[src/rtl/hdlc_tx_framer.sv]
module hdlc_tx_framer #(
  parameter logic [7:0]  FLAG_PAT   = 8'h7E,
  parameter int          ABORT_BITS = 8,
  parameter logic [15:0] POLY16_R   = 16'h8408,
  parameter logic [31:0] POLY32_R   = 32'hEDB88320
) (
  input  logic       clk,
  input  logic       rst_n,
  input  logic [1:0] mode,
  input  logic       bit_en,
  input  logic [7:0] in_data,
  input  logic       in_valid,
  input  logic       in_last,
  input  logic       in_abort,
  output logic       in_ready,
  output logic       tx_bit,
  output logic       tx_vld
);

  localparam int CNTW = 6;

  typedef enum logic [1:0] {S_FLAG, S_DATA, S_FCS, S_ABORT} st_t;

  st_t             st, st_n;
  logic [31:0]     sh, sh_n, crc, crc_nx, fcs;
  logic [CNTW-1:0] cnt, len, len_n;
  logic [2:0]      ones;
  logic [1:0]      mode_q;
  logic            stuff, skip, last_q;
  logic            step, at_end, content, want, take, fb, has_fcs;

  assign step     = bit_en && !stuff;
  assign at_end   = cnt == len - 1'b1;
  assign content  = (st == S_DATA) || (st == S_FCS);
  assign want     = (st == S_FLAG && !skip) || (st == S_DATA && !last_q);
  assign in_ready = skip || (step && at_end && want);
  assign take     = in_valid && in_ready && !skip;
  assign fb       = crc[0] ^ sh[0];
  assign has_fcs  = (mode_q == 2'd1) || (mode_q == 2'd2);

  always_comb begin
    if (mode_q == 2'd1)
      crc_nx = {16'h0, {1'b0, crc[15:1]} ^ (fb ? POLY16_R : 16'h0)};
    else
      crc_nx = {1'b0, crc[31:1]} ^ (fb ? POLY32_R : 32'h0);
    fcs = (mode_q == 2'd1) ? {16'h0, ~crc_nx[15:0]} : ~crc_nx;
  end

  always_comb begin
    st_n = st;
    if (at_end) begin
      case (st)
        S_FLAG:  st_n = take ? (in_abort ? S_ABORT : S_DATA) : S_FLAG;
        S_DATA:  if (last_q) st_n = has_fcs ? S_FCS : S_FLAG;
                 else        st_n = (take && !in_abort) ? S_DATA : S_ABORT;
        default: st_n = S_FLAG;
      endcase
    end
    sh_n  = {1'b0, sh[31:1]};
    len_n = len;
    if (at_end) begin
      case (st_n)
        S_DATA:  begin sh_n = {24'h0, in_data}; len_n = CNTW'(8); end
        S_FCS:   begin sh_n = fcs; len_n = (mode_q == 2'd1) ? CNTW'(16) : CNTW'(32); end
        S_ABORT: begin sh_n = '1; len_n = CNTW'(ABORT_BITS); end
        default: begin sh_n = {24'h0, FLAG_PAT}; len_n = CNTW'(8); end
      endcase
    end
  end

  always_ff @(posedge clk) begin
    if (!rst_n) begin
      st     <= S_FLAG;
      sh     <= {24'h0, FLAG_PAT};
      cnt    <= '0;
      len    <= CNTW'(8);
      ones   <= '0;
      stuff  <= 1'b0;
      skip   <= 1'b0;
      last_q <= 1'b0;
      mode_q <= 2'd0;
      crc    <= '1;
      tx_bit <= 1'b1;
      tx_vld <= 1'b0;
    end else begin
      tx_vld <= bit_en;
      if (bit_en) tx_bit <= stuff ? 1'b0 : sh[0];
      if (bit_en && stuff) begin
        stuff <= 1'b0;
        ones  <= '0;
      end
      if (step) begin
        st  <= st_n;
        sh  <= sh_n;
        len <= len_n;
        cnt <= at_end ? '0 : cnt + 1'b1;
        if (content) ones <= sh[0] ? ones + 3'd1 : 3'd0;
        else         ones <= '0;
        stuff <= content && sh[0] && (ones == 3'd4) && (st_n != S_ABORT);
        if (st == S_DATA) crc <= crc_nx;
        if (st == S_FLAG && take) begin
          crc    <= '1;
          mode_q <= mode;
        end
        if (take) last_q <= in_last;
        if (at_end && st_n == S_ABORT && !skip) skip <= !(take && in_last);
      end
      if (skip && in_valid && in_last) skip <= 1'b0;
    end
  end

  AST_STUFF_ZERO: assert property (@(posedge clk) disable iff (!rst_n)
    (bit_en && stuff) |=> (tx_vld && !tx_bit));
  AST_RUN_BOUND: assert property (@(posedge clk) disable iff (!rst_n)
    ones <= 3'd5);
  AST_ABORT_ONES: assert property (@(posedge clk) disable iff (!rst_n)
    (step && st == S_ABORT) |=> tx_bit);
  AST_NO_FRAME_WHILE_DROP: assert property (@(posedge clk) disable iff (!rst_n)
    skip |-> (st != S_DATA));
  AST_MODE_HELD: assert property (@(posedge clk) disable iff (!rst_n)
    (st == S_DATA && $past(st) == S_DATA) |-> $stable(mode_q));
  AST_READY_ON_STROBE: assert property (@(posedge clk) disable iff (!rst_n)
    (in_ready && !skip) |-> bit_en);

endmodule

[config.mk]
export PLATFORM = sky130hd
export DESIGN_NAME = hdlc_tx_framer
export DESIGN_NICKNAME = d
export VERILOG_FILES = /design/src/rtl/hdlc_tx_framer.sv
export SDC_FILE = /design/constraint.sdc
export NUM_CORES = 1
export LEC_CHECK = 0
export ABC_CLOCK_PERIOD_IN_PS = 6300
export CORE_ASPECT_RATIO = 0.9
export CORE_MARGIN = 1.5
export CORE_UTILIZATION = 45
export DETAILED_ROUTE_END_ITERATION = 10
export HOLD_SLACK_MARGIN = 0.15
export SYNTH_ARGS = -nofsm -noshare
export SYNTH_HDL_FRONTEND = slang
export SYNTH_SLANG_ARGS = --single-unit
export TNS_END_PERCENT = 5
[constraint.sdc]
create_clock -name clk -period 6.3 [get_ports clk]
set_input_delay 0.63 -clock clk [delete_from_list [all_inputs] [get_ports clk]]
set_output_delay 0.63 -clock clk [all_outputs]
set_load 0.01 [all_outputs]
==> flow_metrics.env <==
export IMPL_intPower_mw=0.8055
export IMPL_drv_cap=0
export IMPL_rows=31
export IMPL_p_seq_share_pct=52.6
export IMPL_clk_latency_ns=0.36
export IMPL_grt_ovfl_total=0
export IMPL_rsz0062_at_grt="no"
export IMPL_synth_cell_types=52
export IMPL_die_area_mm2=0.009057
export IMPL_use_met3_pct=5.186
export IMPL_hpwl_um=5778
export IMPL_vias=3087
export IMPL_finalSetupViolCount=0
export IMPL_crit_slowest_cell="clkdlybuf4s50_1"
export IMPL_core_area_mm2=0.008145
export IMPL_yosys_register_bits=85
export IMPL_p_sw_mw=0.2497
export IMPL_numCtsBuffers=9
export IMPL_skew_ns=0.008345
export IMPL_reg2reg_setup_slack_ns=3.53
export IMPL_drive_gt1_share_pct=7.143
export IMPL_synthTopCellsByArea="dfxtp_1, nand2_1, o21ai_0"
export IMPL_seq_area_mm2=0.001702
export IMPL_antenna_left=0
export IMPL_worstSetupPathType="reg2out"
export IMPL_grt_met2_usage_pct=32.03
export IMPL_drc=0
export IMPL_start_util_pct=46.93
export IMPL_fillCellCount=754
export IMPL_crit_path_end_kind="primary output"
export IMPL_ctsHoldBuffers=0
export IMPL_port_buffers=18
export IMPL_wl_per_cell_um=16.24
export IMPL_worst_path_max_fanout=35
export IMPL_tritoncts="yes"
export IMPL_diodes=0
export IMPL_r2r_cells=9
export IMPL_grt_util_met1_pct=27.39
export IMPL_power_frac_clock_pct=40.5
export IMPL_critPathLaunchType="register"
export IMPL_power_density_mw_per_mm2=247.9
export IMPL_yosysWarnings=0
export IMPL_maxSlewViolCount=0
export IMPL_rr_endpoint="sh[16]"
export IMPL_dpl_instance_area_mm2=0.004041
export IMPL_first_global_vias=2934
export IMPL_synth_net_count=446
export IMPL_cp_data_required_time_ns=5.67
export IMPL_syn_area_mm2=0.003822
export IMPL_grt_max_degree=48
export IMPL_synth_area_per_cell_um2=9.036
export IMPL_syn_inst=423
export IMPL_path_clk_slew_ns=0.08
export IMPL_antenna_found_initial=0
export IMPL_die_width_um=100.2
export IMPL_swShare_pct=23.67
export IMPL_fin_setup_tns_ns=0
export IMPL_max_stage_delay_ns=0.56
export IMPL_grt_use_total_pct=20.25
export IMPL_post_cts_buffers=0
export IMPL_hp_class="reg2reg"
export IMPL_drt_wl_total_um=8658
export IMPL_vdd_drop_max_v=0.0001392
export IMPL_period_share_pct=59.52
export IMPL_slew_headroom_pct=32.89
export IMPL_reg2reg_from="len[3]"
export IMPL_async_reset_ff_share_pct=0
export IMPL_vias_per_cell=5.792
export IMPL_drt_first_pass_iters=4
export IMPL_ioPinCount=19
export IMPL_leakage_nw=1.666
export IMPL_cts_sinks=85
export IMPL_fin_crit_ns=3.750
export IMPL_grt_first_pass_wirelength_um=14600
export IMPL_arrival_ns=3.12
export IMPL_synth_ff_type="dfxtp_1"
export IMPL_max_freq_mhz=266.7
export IMPL_outcome="finished, final reports clean"
export IMPL_busiest_layer="met2"
export IMPL_netlist_top_cells_count="dfxtp_1, nand2_1, o21ai_0, nor2_1"
export IMPL_nNetsFinal=452
export IMPL_gp_congestion=0.7838
export IMPL_final_cell_area_mm2=0.004257
export IMPL_synth_top_area_cell="dfxtp_1"
export IMPL_worst_slew_pin_slew_ns=1.003
export IMPL_htree_levels=3
export IMPL_synthDominantCellAreaShare_pct=44.52
export IMPL_ctsResizeCount=0
export IMPL_hold_viol=0
export IMPL_combPwrFrac_pct=6.9
export IMPL_min_to="len[4]"
export IMPL_area_growth_syn_to_layout_pct=11.36
export IMPL_dr_first_iter_drc_count=173
export IMPL_multi_input_area_mm2=0.001938
export IMPL_clk_path_buf_depth=2
export IMPL_worst_hold_path_num_cells=2
export IMPL_timing_critical_path_cells="inv_1 -> ha_1 -> xnor2_1 -> or4_1 -> buf_4 -> or2_1 -> o21bai_1 -> clkdlybuf4s50_1"
export IMPL_final_core_util_pct=52.26
export IMPL_hp_start="len[4]"
export IMPL_die_y_um=90.44
export IMPL_clockRootBuffer="clkbuf_8"
export IMPL_synth_most_common_cell="dfxtp_1"
export IMPL_synth_seq_area_share_pct=44.52
export IMPL_synth_edf_count=0
[power by group through the flow]
stage	registers (mW)	clock network, mW	logic [mW]
2_1_floorplan	0.566	0	0.0465
3_3_place_gp	0.567	0	0.0724
3_5_place_dp	0.568	0	0.0726
4_1_cts	0.555	0.438	0.0731
5_1_grt	0.557	0.459	0.0801
6_report	0.555	0.427	0.0725
[state kept, by name, indices dropped and copies added (netlist names)]
register and cells:
crc 32, sh 32, cnt 6, len 3, ones 3, mode_q 2
st 2, last_q 1, skip 1, stuff 1, tx_bit 1, tx_vld 1
[worst max-delay path, delay by kind of cell (launching register included)]
family | cells | cell delay [ns]
compound gates | 1 | 0.22
buf+inv | 3 | 0.90
xor+xnor | 1 | 0.12
simple gates | 2 | 0.85
fa+ha+maj | 1 | 0.30
flops | 1 | 0.37
[per-layer routing]
metal / wire, um / up-vias
met4: 54 / 0
met3: 249 / 4
met5: 0 / -
li1: - / 1533
met1: 4171 / 1516
met2: 4183 / 34
[final cells by class]
type,instances,share of cell area (%)
Clock inverter,5,1.969
Timing Repair Buffer,24,5.291
Inverter,14,1.235
Tap cell,99,2.910
Sequential cell,85,39.98
Clock buffer,11,3.086
Multi-Input combinational cell,295,45.53
[cells by family (layout without fill, tap and decap cells)]
| group | after synthesis | in the layout | share of synthesized area (%) |
|---|---|---|---|
| buffers and inverters | 43 | 54 | 4.975 |
| muxes | 14 | 14 | 4.157 |
| DFF | 85 | 85 | 44.52 |
| xor gates and xnor gates | 23 | 23 | 5.663 |
| AOI/OAI and AO/OA | 114 | 114 | 21.21 |
| and+or+nand+nor | 137 | 137 | 17.19 |
| adders and majority gates | 7 | 7 | 2.291 |
[metrics by stage]
step / std cells / hold slack (ns) / setup WS, ns / total power, mW
global placement: 517 / 0.4443 / 2.727 / 0.6399
detailed placement: 517 / 0.4462 / 2.726 / 0.6404
floorplan: 423 / 0.4319 / 3.647 / 0.6130
CTS: 533 / 0.4565 / 2.502 / 1.066
global route: 533 / 0.4913 / 2.378 / 1.096
finish: 533 / 0.4538 / 2.550 / 1.055
[worst max path at each step]
stage,end,slack [ns],cells after the start,start
3_3_place_gp,in_ready,2.73,5,bit_en
4_1_cts,in_ready,2.50,8,len[3]
5_1_grt,in_ready,2.38,8,len[3]
3_5_place_dp,in_ready,2.73,5,bit_en
6_report,in_ready,2.55,8,len[3]
2_1_floorplan,in_ready,3.65,8,len[3]
[cells in the final DEF, fill, tap and decap left out, types with 5 or more instances in the layout]
master	n
nor2_1	22
clkdlybuf4s50_1	18
o221ai_1	6
nand2b_1	5
nand4_1	10
nand2_1	60
xnor2_1	11
dfxtp_1	85
xor2_1	11
mux2i_1	11
buf_4	6
o21ai_0	31
ha_1	7
a2bb2oi_1	5
a21oi_1	16
a221o_1	11
nand3_1	19
clkbuf_8	9
o221a_1	6
inv_1	13
nor2b_1	5
o21ai_1	5
o211ai_1	13
Note: power is estimated with default switching activity, not from simulation.
